`src/rtl/lpu_pkg.sv`:
```
package lpu_pkg;
   localparam int unsigned INSTR_BYTES = 4;

   typedef struct packed {
      logic take;
      logic wr;
   } lpu_ctl_t;
endpackage

```
`src/rtl/lpu_decode.sv`:
```
module lpu_decode #(
   parameter int unsigned OPC_W    = 6,
   parameter int unsigned REG_W    = 5,
   parameter int unsigned IMM_W    = 16,
   parameter logic [OPC_W-1:0] LOOP_OPC = 6'h3B,
   localparam int unsigned INSTR_W = OPC_W + 2*REG_W + IMM_W
) (
   input  logic [INSTR_W-1:0] instr,
   output logic               is_loop,
   output logic [REG_W-1:0]   rs_idx,
   output logic [IMM_W-1:0]   imm
);
   localparam int unsigned OPC_LO = INSTR_W - OPC_W;
   localparam int unsigned RS_LO  = OPC_LO - REG_W;

   assign is_loop = (instr[INSTR_W-1:OPC_LO] == LOOP_OPC);
   assign rs_idx  = instr[OPC_LO-1:RS_LO];
   assign imm     = instr[IMM_W-1:0];
endmodule

```
`src/rtl/lpu_offset.sv`:
```
module lpu_offset #(
   parameter int unsigned XLEN  = 32,
   parameter int unsigned IMM_W = 16
) (
   input  logic [IMM_W-1:0] imm,
   output logic [XLEN-1:0]  off
);
   localparam int unsigned SHIFT = 2;
   localparam int unsigned EXT_W = XLEN - IMM_W - SHIFT;

   generate
      if (XLEN < IMM_W + SHIFT) begin : g_bad_width
         $error("lpu_offset: XLEN too small for shifted immediate");
      end else if (EXT_W == 0) begin : g_no_ext
         assign off = {imm, {SHIFT{1'b0}}};
      end else begin : g_ext
         assign off = {{EXT_W{imm[IMM_W-1]}}, imm, {SHIFT{1'b0}}};
      end
   endgenerate
endmodule

```
`src/rtl/lpu_count.sv`:
```
module lpu_count #(
   parameter int unsigned XLEN  = 32,
   parameter int unsigned REG_W = 5
) (
   input  logic             is_loop,
   input  logic [REG_W-1:0] rs_idx,
   input  logic [XLEN-1:0]  rs_val,
   output lpu_pkg::lpu_ctl_t ctl,
   output logic [XLEN-1:0]  dec_val
);
   logic positive;
   logic idx_live;

   assign positive = !rs_val[XLEN-1] && (rs_val != '0);
   assign idx_live = (rs_idx != '0);
   assign ctl.take = is_loop && idx_live && positive;
   assign ctl.wr   = ctl.take;
   assign dec_val  = rs_val - XLEN'(1);
endmodule

```
`src/rtl/lpu_pc_reg.sv`:
```
module lpu_pc_reg #(
   parameter int unsigned XLEN = 32,
   parameter logic [XLEN-1:0] RESET_VEC = 32'h0000_0400
) (
   input  logic            clk,
   input  logic            rst,
   input  logic [XLEN-1:0] pc_d,
   output logic [XLEN-1:0] pc_q
);
   always_ff @(posedge clk) begin
      if (rst) pc_q <= RESET_VEC;
      else     pc_q <= pc_d;
   end
endmodule

```
`src/rtl/loop_step_unit.sv`:
```
module loop_step_unit #(
   parameter int unsigned XLEN  = 32,
   parameter int unsigned OPC_W = 6,
   parameter int unsigned REG_W = 5,
   parameter int unsigned IMM_W = 16,
   parameter logic [OPC_W-1:0] LOOP_OPC  = 6'h3B,
   parameter logic [XLEN-1:0]  RESET_VEC = 32'h0000_0400
) (
   input  logic             clk,
   input  logic             rst,
   input  logic [31:0]      instr_i,
   input  logic [XLEN-1:0]  rs_val_i,
   output logic [XLEN-1:0]  pc_o,
   output logic [XLEN-1:0]  next_pc_o,
   output logic             wb_en_o,
   output logic [REG_W-1:0] wb_idx_o,
   output logic [XLEN-1:0]  wb_data_o
);
   localparam int unsigned INSTR_W = OPC_W + 2*REG_W + IMM_W;

   generate
      if (INSTR_W != 32) begin : g_bad_instr
         $error("loop_step_unit: field widths must fill a 32-bit word");
      end
      if (RESET_VEC[1:0] != 2'b00) begin : g_bad_vec
         $error("loop_step_unit: reset vector must be word aligned");
      end
   endgenerate

   logic             is_loop;
   logic [REG_W-1:0] rs_idx;
   logic [IMM_W-1:0] imm;
   logic [XLEN-1:0]  off;
   logic [XLEN-1:0]  seq_pc;
   logic [XLEN-1:0]  tgt_pc;
   lpu_pkg::lpu_ctl_t ctl;
   logic [XLEN-1:0]  dec_val;

   lpu_decode #(.OPC_W(OPC_W), .REG_W(REG_W), .IMM_W(IMM_W), .LOOP_OPC(LOOP_OPC)) u_dec (
      .instr(instr_i), .is_loop(is_loop), .rs_idx(rs_idx), .imm(imm));

   lpu_offset #(.XLEN(XLEN), .IMM_W(IMM_W)) u_off (.imm(imm), .off(off));

   lpu_count #(.XLEN(XLEN), .REG_W(REG_W)) u_cnt (
      .is_loop(is_loop), .rs_idx(rs_idx), .rs_val(rs_val_i),
      .ctl(ctl), .dec_val(dec_val));

   assign seq_pc    = pc_o + XLEN'(lpu_pkg::INSTR_BYTES);
   assign tgt_pc    = seq_pc + off;
   assign next_pc_o = ctl.take ? tgt_pc : seq_pc;
   assign wb_en_o   = ctl.wr;
   assign wb_idx_o  = rs_idx;
   assign wb_data_o = dec_val;

   lpu_pc_reg #(.XLEN(XLEN), .RESET_VEC(RESET_VEC)) u_pc (
      .clk(clk), .rst(rst), .pc_d(next_pc_o), .pc_q(pc_o));
endmodule

```
`config.mk`:
```
export PLATFORM = sky130hd
export DESIGN_NAME = loop_step_unit
export DESIGN_NICKNAME = d
export VERILOG_FILES = /design/src/rtl/lpu_pkg.sv /design/src/rtl/lpu_decode.sv /design/src/rtl/lpu_offset.sv /design/src/rtl/lpu_count.sv /design/src/rtl/lpu_pc_reg.sv /design/src/rtl/loop_step_unit.sv
export SDC_FILE = /design/constraint.sdc
export NUM_CORES = 1
export LEC_CHECK = 0
export ABC_AREA = 1
export BUFFER_PORTS_ARGS = -buffer_cell sky130_fd_sc_hd__buf_2
export CAP_MARGIN = 20
export CORE_MARGIN = 10
export CORE_UTILIZATION = 56
export CTS_CLUSTER_SIZE = 12
export DETAILED_ROUTE_END_ITERATION = 8
export GPL_ROUTABILITY_DRIVEN = 0
export PLACE_DENSITY_LB_ADDON = 0.08
export SLEW_MARGIN = 20
export SYNTH_ARGS = -nofsm -noshare
export SYNTH_HDL_FRONTEND = slang
export SYNTH_SLANG_ARGS = --single-unit
```
`constraint.sdc`:
```
create_clock -name clk -period 5.6 [get_ports clk]
set_clock_uncertainty 0.15 [all_clocks]
set_input_delay 1.4 -clock clk [delete_from_list [all_inputs] [get_ports clk]]
set_output_delay 1.4 -clock clk [all_outputs]
set_load 0.01 [all_outputs]
```
==> impl_metrics.ini, run 1 <==
[power]
powerDensity_nw_per_um2 = 106
fin_total_pwr_w = 0.000601
ir_drop_uv = 71.2
leakage_nw = 3.32

[floorplanning]
start_util_pct = 57.8
coreArea_um2 = 8220
die_h_um = 112
rows = 33
fp.dieArea_um2 = 12600
io_pins = 168
fp.dieW_um = 112

[sta]
fin_crit_ns = 5.16
hold_violations = 0
maxSlewViolCount = 0
rsz0062_at_grt = false
setup_tns_ns = 0
period_share_pct = 92.2
slew-limit-headroom_pct = 40.3
setup_viol = 0
worst_slew_pin_slew_ns = 0.888
max_freq_mhz = 194

[cts]
cts_sinks = 30
cts_tree = yes
htree_levels = 2
clockBufferDepth = 2
numCtsBuffers = 5
hold_buffers = 0
path_clk_slew_ns = 0.08
cts_setup_buffers = 0
root_buffer = clkbuf_8
ctsResizeCount = 0
insertion_delay_ns = 0.28

[layout]
fill_cells = 815
largest_reg_flops = 30
final_cell_mix = nand2_1, buf_2, inv_1
layout-drive-gt1-share_pct = 20.6
largestRegisters = u_pc.pc_q (30)
stdcell_area_um2 = 5670
layout_commonest_cell = nand2_1
regMostFlops = u_pc.pc_q
final_nets = 1082
register_area_um2 = 601
antenna_cells = 0
syn_to_final_growth_pct = 19.5
multi_input_area_um2 = 3640

[setup_path]
cp-start-kind = flip-flop
r2r_slack_ns = 2.11
timing_worst_setup_path_type = flip-flop to primary output
crit_path_end_kind = primary output
cp.arrival_ns = 3.61
crit_fanout = 5
required_ns = 4.05

[global_routing]
grt_pass1_vias = 5395
grt_max_degree = 31
grt_overflow = 0
grt_first_pass_wirelength_um = 24600
grt_usage_pct = 22.7
antenna_found_initial = 0

[placement]
io_buffers = 158
place_area_um2 = 5580
hpwl_um = 13000

[drt]
routed_via_density = 5.19
route.detailed.drc = 0
ant_nets = 0
avgRoutedWirePerCell_um = 13.9
first_iter_violations = 434
wl_um = 15000
dr_total_vias = 5618
dr.pass1.iters = 6

[yosys]
syn-mean-instance-area_um2 = 5.75
ys_types = 37
synthesis.instances = 825
ys_seq_area_share_pct = 12.7
syn_area_um2 = 4750
ys_warn_count = 0
ys_seq_elements = 30

[outcome]
status = finished clean

[min_path]
hold_path.class = flip-flop to flip-flop

[job]
cap_violations = 0
==> layout make-up <==
| type | instances | share of cell area, % |
|---|---|---|
| clock buffers | 7 | 1.52 |
| clock inverters | 1 | 0.0883 |
| inverters | 107 | 7.08 |
| multi-input cells | 673 | 64.2 |
| flip-flops and latches | 30 | 10.6 |
| well taps | 105 | 2.32 |
| repair buffers | 160 | 14.2 |
==> metal layers <==
metal  global-route usage (%)  vias to the layer above  share of wire, %
li1                         -                     2919                 -
met1                     30.0                     2448                45
met2                     36.2                      231                43
met3                     6.12                       20                10
met4                     5.08                        0               1.5
met5                        0                        -                 0
==> logic make-up (layout without fill, tap and decap cells) <==
kind of cell / after synthesis / in the layout / share of synthesized area (%)
XOR/XNOR: 66 / 66 / 12.2
AND/OR/NAND/NOR: 483 / 483 / 44.9
adder cells (fa/ha/maj): 39 / 39 / 10.4
buffers and inverters: 125 / 275 / 10.9
flip-flops: 30 / 30 / 12.7
AO/OA/AOI/OAI: 81 / 81 / 8.88
other: 1 / 4 / 0.0790
==> Yosys cell counts <==
master	n	area, um2
nor2_1	77	289
clkinv_1	3	11.3
inv_1	102	383
and2_1	2	12.5
buf_4	10	75.1
nand3b_1	5	37.5
buf_6	1	11.3
xnor2_1	24	210
nand3_1	47	235
dfxtp_1	30	601
nor3_2	3	30.0
nand2_2	7	43.8
o21bai_1	5	37.5
nand4_1	18	113
or2_1	1	6.26
nor3b_1	1	7.51
nor4_1	3	18.8
a31oi_1	1	6.26
a21oi_1	59	295
buf_2	3	15.0
nor2_4	8	90.1
fa_1	1	20.0
o21ai_0	15	75.1
or2_4	1	8.76
nand2_4	1	11.3
xor2_1	42	368
ha_1	38	475
conb_1	1	3.75
clkbuf_1	4	15.0
or2_2	1	6.26
nand2_1	281	1050
nand4_2	2	25.0
nor3_1	16	80.1
a21o_1	1	7.51
nor2_2	8	50.1
nand3_2	1	10.0
inv_2	2	7.51
==> worst max-delay path, cell delays in order, from the launching register on <==
cell and delay, ns:
dfxtp_1 0.42, ha_1 0.17, inv_1 0.05, nor4_1 0.77, xor2_1 0.21, ha_1 0.43
nand2_1 0.10, nor2_1 0.19, and2_1 0.15, nand2_1 0.06, nand2_1 0.18, xor2_1 0.24
nand2_1 0.11, nand2_1 0.11, buf_2 0.13
==> through the flow <==
stage | utilization (%) | hold slack (ns) | setup slack, ns | std cells
CTS | 69.0 | 0.519 | 0.510 | 1083
global placement | 67.9 | 0.489 | 0.730 | 1075
detailed placement | 67.9 | 0.504 | 0.681 | 1075
floorplan | - | 0.498 | 1.22 | 828
global route | 69.0 | 0.560 | 0.113 | 1083
finish | 69.0 | 0.518 | 0.435 | 1083
==> report_power, final <==
part           total, W  internal, W  switching [W]
logic          0.000193    0.0000747       0.000119
registers      0.000220     0.000216     0.00000414
clock network  0.000187    0.0000992      0.0000882
==> worst paths after layout <==
kind | from | endpoint | cells past startpoint
worst max-delay path | u_pc.pc_q[2] | next_pc_o[15] | 14
worst min-delay path | u_pc.pc_q[31] | u_pc.pc_q[31] | 4
worst max register to register | u_pc.pc_q[2] | u_pc.pc_q[22] | 15
worst min register to register | u_pc.pc_q[31] | u_pc.pc_q[31] | 4
(Power assumes the default switching activity.)
==> run 2: changes to the inputs <==
--- a/config.mk
+++ b/config.mk
@@ -5,11 +5,10 @@
 export SDC_FILE = /design/constraint.sdc
 export NUM_CORES = 1
 export LEC_CHECK = 0
-export ABC_AREA = 1
 export BUFFER_PORTS_ARGS = -buffer_cell sky130_fd_sc_hd__buf_2
 export CAP_MARGIN = 20
-export CORE_MARGIN = 10
-export CORE_UTILIZATION = 56
+export CORE_MARGIN = 5
+export CORE_UTILIZATION = 54
 export CTS_CLUSTER_SIZE = 12
 export DETAILED_ROUTE_END_ITERATION = 8
 export GPL_ROUTABILITY_DRIVEN = 0
==> impl_metrics.ini, run 2 <==
[cts]
hold_buffers = 0
root_buffer = clkbuf_8
clockBufferDepth = 2
htree_levels = 2
insertion_delay_ns = 0.29
numCtsBuffers = 5
cts_tree = yes
path_clk_slew_ns = 0.07
cts_sinks = 30

[drt]
dr_total_vias = 4726
route.detailed.drc = 0
first_iter_violations = 311
routed_via_density = 5.78
ant_nets = 0
wl_um = 12800
avgRoutedWirePerCell_um = 15.6
dr.pass1.iters = 5

[setup_path]
timing_worst_setup_path_type = primary input to primary output
crit_path_end_kind = primary output
required_ns = 4.05
path_cells = buf_2 -> ha_1 -> a211o_1 -> a21oi_1 -> a211o_1 -> a2111oi_4 -> o21bai_1 -> a21oi_1 -> and3b_4 -> xor2_1 -> buf_2
crit_fanout = 4
max_stage_delay_ns = 0.35
slowest_stage = o21bai_1
cp-start-kind = primary input
cp.arrival_ns = 3.89

[floorplanning]
coreArea_um2 = 7290
rows = 31
io_pins = 168
start_util_pct = 55.7
fp.dieW_um = 96.8
fp.dieArea_um2 = 9360
die_h_um = 96.8

[layout]
final_core_util_pct = 72.1
final_cells = 817
fill_cells = 625
final_nets = 822
multi_input_area_um2 = 3360
final_cell_mix = buf_2, nor2_1, a21oi_1
layout_commonest_cell = buf_2
register_area_um2 = 612
antenna_cells = 0
largest_reg_flops = 30
syn_to_final_growth_pct = 29.4
regMostFlops = u_pc.pc_q
largestRegisters = u_pc.pc_q (30)
layout-drive-gt1-share_pct = 32.5

[yosys]
ys_seq_area_share_pct = 14.8
ys_warn_count = 0
synth_area_leaders = dfxtp_1, ha_1, xnor2_1
synthDominantCellAreaShare_pct = 14.8
ys_types = 58
synth_compound_area_share_pct = 20.9
yosysMostFrequentCell = nor2_1
syn-mean-instance-area_um2 = 7.38
synthesis.instances = 551
syn_area_um2 = 4070
ys_top_cells_by_count = nor2_1, a21oi_1, nand2_1
synth_enable_flop_cells = 0
synth_ff_type = dfxtp_1
synth_area_leader_cell = dfxtp_1
ys_seq_elements = 30
async_flop_share_pct = 0
synth-simple-area-share_pct = 28.9
synth_xor_xnor_area_share_pct = 16.8
synth_fa_ha_area_share_pct = 12.2
synth_top_family_by_area = simple AND/OR/NAND/NOR gates
synth.area.mux_share_pct = 0.893

[global_routing]
grt_overflow = 0
antenna_found_initial = 0
grt_first_pass_wirelength_um = 20400
grt_pass1_vias = 4510
grt_usage_pct = 25.4
grt_max_degree = 32

[outcome]
status = finished clean

[placement]
preCtsSetupSlack_ns = 0.0383
hpwl_um = 10200
io_buffers = 158
place_inst = 804

[sta]
hold_violations = 0
slew-limit-headroom_pct = 58.6
setup_viol = 0
worst_slack_ns = 0.155
maxSlewViolCount = 0
fin_crit_ns = 5.44
timing.hold.ws_ns = 0.539
setup_tns_ns = 0
max_freq_mhz = 184
worst_slew_pin_slew_ns = 0.620
period_share_pct = 97.2

[min_path]
hold_path.class = flip-flop to flip-flop

[power]
leakage_nw = 2.72
ir_drop_uv = 77.6
powerDensity_nw_per_um2 = 125

[job]
cap_violations = 0
## run 2: changes by cell type in the layout (fill, tap and decap cells not counted), moves of 9 or more
cell	before	now
buf_4	2	25
nor4_1	3	14
nor2_1	77	56
nor2b_1	0	19
inv_1	102	19
xnor2_1	24	39
o21ai_0	15	6
nand2_1	281	49
a211oi_1	0	10
dfxtp_1	30	21
a21o_1	1	15
dfxtp_2	0	9
nand3_1	47	21
## run 2: report_power, final
part           leakage [nW]  internal (W)  switching, W
Clock                0.0579      0.000131     0.0000964
Sequential            0.246      0.000217    0.00000375
Combinational          2.41     0.0000907      0.000119
## run 2: what timing repair did
action                                  4_1_cts  5_1_grt
buffers inserted                              1        4
endpoints found under the setup margin        1        9
pin swaps                                     1        7
resized for setup                             4       26
endpoints found under the hold margin         0        0
gates cloned                                  0        0
## run 2: kinds of logic (layout without fill, tap and decap cells)
group	count (synthesis)	in the layout
AO/OA/AOI/OAI	126	126
XOR/XNOR	78	78
adder cells (fa/ha/maj)	39	39
buffers and inverters	48	212
flip-flops	30	30
multiplexers	3	3
other	1	4
AND/OR/NAND/NOR	226	226
## run 2: path summary, 6_finish.rpt
kind / startpoint / to / slack [ns] / cells after the start
setup / recovery: instr_i[1] / next_pc_o[31] / 0.16 / 11
hold / removal: u_pc.pc_q[2] / u_pc.pc_q[2] / 0.54 / 2
setup reg to reg: u_pc.pc_q[17] / u_pc.pc_q[31] / 1.73 / 15
hold reg to reg: u_pc.pc_q[2] / u_pc.pc_q[2] / 0.54 / 2
## run 2: final cells by class
| cell class | instances | share of cell area, % |
|---|---|---|
| clock inverter | 3 | 0.761 |
| tap | 99 | 2.36 |
| timing repair buffer | 183 | 18.6 |
| multi-input combinational | 476 | 63.8 |
| sequential | 30 | 11.6 |
| inverter | 21 | 1.50 |
| clock buffer | 5 | 1.31 |
## run 2: per-stage QoR
stage	power [W]	instance area, um2
2_1_floorplan	0.000347	4080
3_3_place_gp	0.000422	5000
3_5_place_dp	0.000429	5000
4_1_cts	0.000657	5140
5_1_grt	0.000689	5260
6_report	0.000657	5260
## run 2: worst max-delay path: cells and delay by family
kind                       cells  cell delay, ns
AOI/OAI and AO/OA              6            1.44
adders and majority gates      1            0.30
buffers and inverters          2            0.26
and+or+nand+nor                1            0.35
xor gates and xnor gates       1            0.14
## run 2: metal layers
metal	part of all wire, %	vias to the layer above	global-route usage, %
met2	48	217	44.7
met1	41	2168	30.6
met3	8.4	36	5.68
li1	-	2305	-
met5	0	-	0
met4	2.8	0	7.67
==> run 3: changes to the inputs <==
--- a/config.mk
+++ b/config.mk
@@ -5,14 +5,15 @@
 export SDC_FILE = /design/constraint.sdc
 export NUM_CORES = 1
 export LEC_CHECK = 0
-export BUFFER_PORTS_ARGS = -buffer_cell sky130_fd_sc_hd__buf_2
 export CAP_MARGIN = 20
 export CORE_MARGIN = 5
-export CORE_UTILIZATION = 54
+export CORE_UTILIZATION = 60
 export CTS_CLUSTER_SIZE = 12
 export DETAILED_ROUTE_END_ITERATION = 8
+export DONT_BUFFER_PORTS = 1
 export GPL_ROUTABILITY_DRIVEN = 0
 export PLACE_DENSITY_LB_ADDON = 0.08
+export SETUP_SLACK_MARGIN = 0.5
 export SLEW_MARGIN = 20
 export SYNTH_ARGS = -nofsm -noshare
 export SYNTH_HDL_FRONTEND = slang
==> constraint.sdc (replaced) <==
create_clock -name clk -period 5.6 [get_ports clk]
set_clock_uncertainty 0.15 [all_clocks]
set_input_delay 1.4 -clock clk [delete_from_list [all_inputs] [get_ports clk]]
set_output_delay 1.4 -clock clk [all_outputs]
set_load 0.005 [all_outputs]
==> impl_metrics.ini, run 3 (synthesis gave the netlist of run 2 again) <==
[power]
intPower_w = 0.000397
leakage_nw = 2.33
switching_share_pct = 33.8
p_seq_share_pct = 36.8
ir_drop_uv = 122
fin_total_pwr_w = 0.000600
clockPowerShare_pct = 33.8
p_switching_w = 0.000203
powerDensity_nw_per_um2 = 112
comb_power_share_pct = 29.5

[floorplanning]
rows = 30
fp.dieW_um = 92.3
start_util_pct = 60.8
fp.dieArea_um2 = 8520
io_pins = 168
die_h_um = 92.3
coreArea_um2 = 6680

[setup_path]
critical_path_buf_inv_count = 2
crit_path_end_kind = primary output
max_stage_delay_ns = 0.35
path_cells = nand4_1 -> nor2_2 -> and3_4 -> nor2b_4 -> buf_4 -> buf_4 -> xor2_2 -> ha_2 -> a21o_1 -> a21o_1 -> a21oi_1 -> o21ai_0 -> o21bai_1 -> xnor2_1 -> a21oi_1
crit_fanout = 6
required_ns = 4.05
slowest_stage = ha_2
r2r_slack_ns = 1.72
cp-start-kind = flip-flop
timing_worst_setup_path_type = flip-flop to primary output
cp_top_family = compound AO/OA/AOI/OAI gates
cp.arrival_ns = 3.68

[placement]
hpwl_um = 9390
place_inst = 624
io_buffers = 0

[drt]
ant_nets = 0
first_iter_violations = 325
dr.pass1.iters = 5
wl_um = 14400
dr_total_vias = 4506
avgRoutedWirePerCell_um = 21.0
routed_via_density = 6.57
route.detailed.drc = 0

[sta]
fin_crit_ns = 5.23
rsz0062_at_grt = true
setup_tns_ns = 0
setup_viol = 0
period_share_pct = 93.4
maxSlewViolCount = 0
hold_violations = 0
max_freq_mhz = 191
worst_slew_pin_slew_ns = 0.574
timing.hold.ws_ns = 0.560
slew-limit-headroom_pct = 61.3

[cts]
cts_sinks = 30
root_buffer = clkbuf_8
insertion_delay_ns = 0.30
numCtsBuffers = 5
hold_buffers = 0
clockBufferDepth = 2
path_clk_slew_ns = 0.08
htree_levels = 2
cts_tree = yes

[layout]
final_cell_mix = buf_4, nor2_1, nand2_1
multi_input_area_um2 = 3920
final_nets = 710
syn_to_final_growth_pct = 32.4
layout_commonest_cell = buf_4
fill_cells = 434
antenna_cells = 0
final_core_util_pct = 80.5
largestRegisters = u_pc.pc_q (30)
layout-drive-gt1-share_pct = 33.7
regMostFlops = u_pc.pc_q
largest_reg_flops = 30
final_cells = 686
register_area_um2 = 634

[global_routing]
grt_max_degree = 32
grt_pass1_vias = 4255
grt_first_pass_wirelength_um = 20400
grt_usage_pct = 29.4
antenna_found_initial = 0
grt_overflow = 0

[min_path]
hold_path.class = flip-flop to flip-flop

[job]
cap_violations = 0

[outcome]
status = finished clean
run 3: per-stage QoR:
stage | cell area (um2) | worst slack, ns
3_3_place_gp | 4160 | 0.187
5_1_grt | 5380 | 0.293
4_1_cts | 4800 | 0.447
2_1_floorplan | 4080 | 0.566
3_5_place_dp | 4160 | 0.183
6_report | 5380 | 0.369
run 3: cell type report:
cell class                      count  share of cell area (%)
Multi-Input combinational cell    476                    72.9
Sequential cell                    30                    11.8
Timing Repair Buffer               71                    10.3
Tap cell                           80                    1.86
Clock buffer                        6                    1.53
Inverter                           21                    1.46
Clock inverter                      2                   0.233
run 3: layer usage:
| layer | track usage [%] | share of wire, % | vias to the layer above |
|---|---|---|---|
| met3 | 8.94 | 10 | 45 |
| met1 | 32.7 | 37 | 2123 |
| li1 | - | - | 2069 |
| met5 | 0 | 0 | - |
| met4 | 11.9 | 3.3 | 0 |
| met2 | 51.9 | 50 | 269 |
run 3: worst paths after layout:
check                     start            end  cells after the start
hold reg to reg    u_pc.pc_q[2]   u_pc.pc_q[2]                      2
setup / recovery  u_pc.pc_q[15]  next_pc_o[30]                     15
hold / removal     u_pc.pc_q[2]   u_pc.pc_q[2]                      2
setup reg to reg  u_pc.pc_q[15]  u_pc.pc_q[31]                     16
run 3: worst min-delay path: stages, from the launching register on:
cell and delay, ns:
dfxtp_2 0.43, a21oi_1 0.13, nor2b_1 0.12
run 3: power groups by stage:
stage                     registers, W  clock network [W]  logic (W)
final                         0.000221           0.000203   0.000177
after global routing          0.000221           0.000212   0.000191
after CTS                     0.000220           0.000202   0.000149
after detailed placement      0.000226                  0   0.000129
after global placement        0.000226                  0   0.000126
after floorplan               0.000225                  0   0.000112
run 3: timing repair:
action,in CTS,in global routing
setup endpoints to repair,14,17
resized for setup,74,75
setup buffers,28,26
pin swaps,34,42
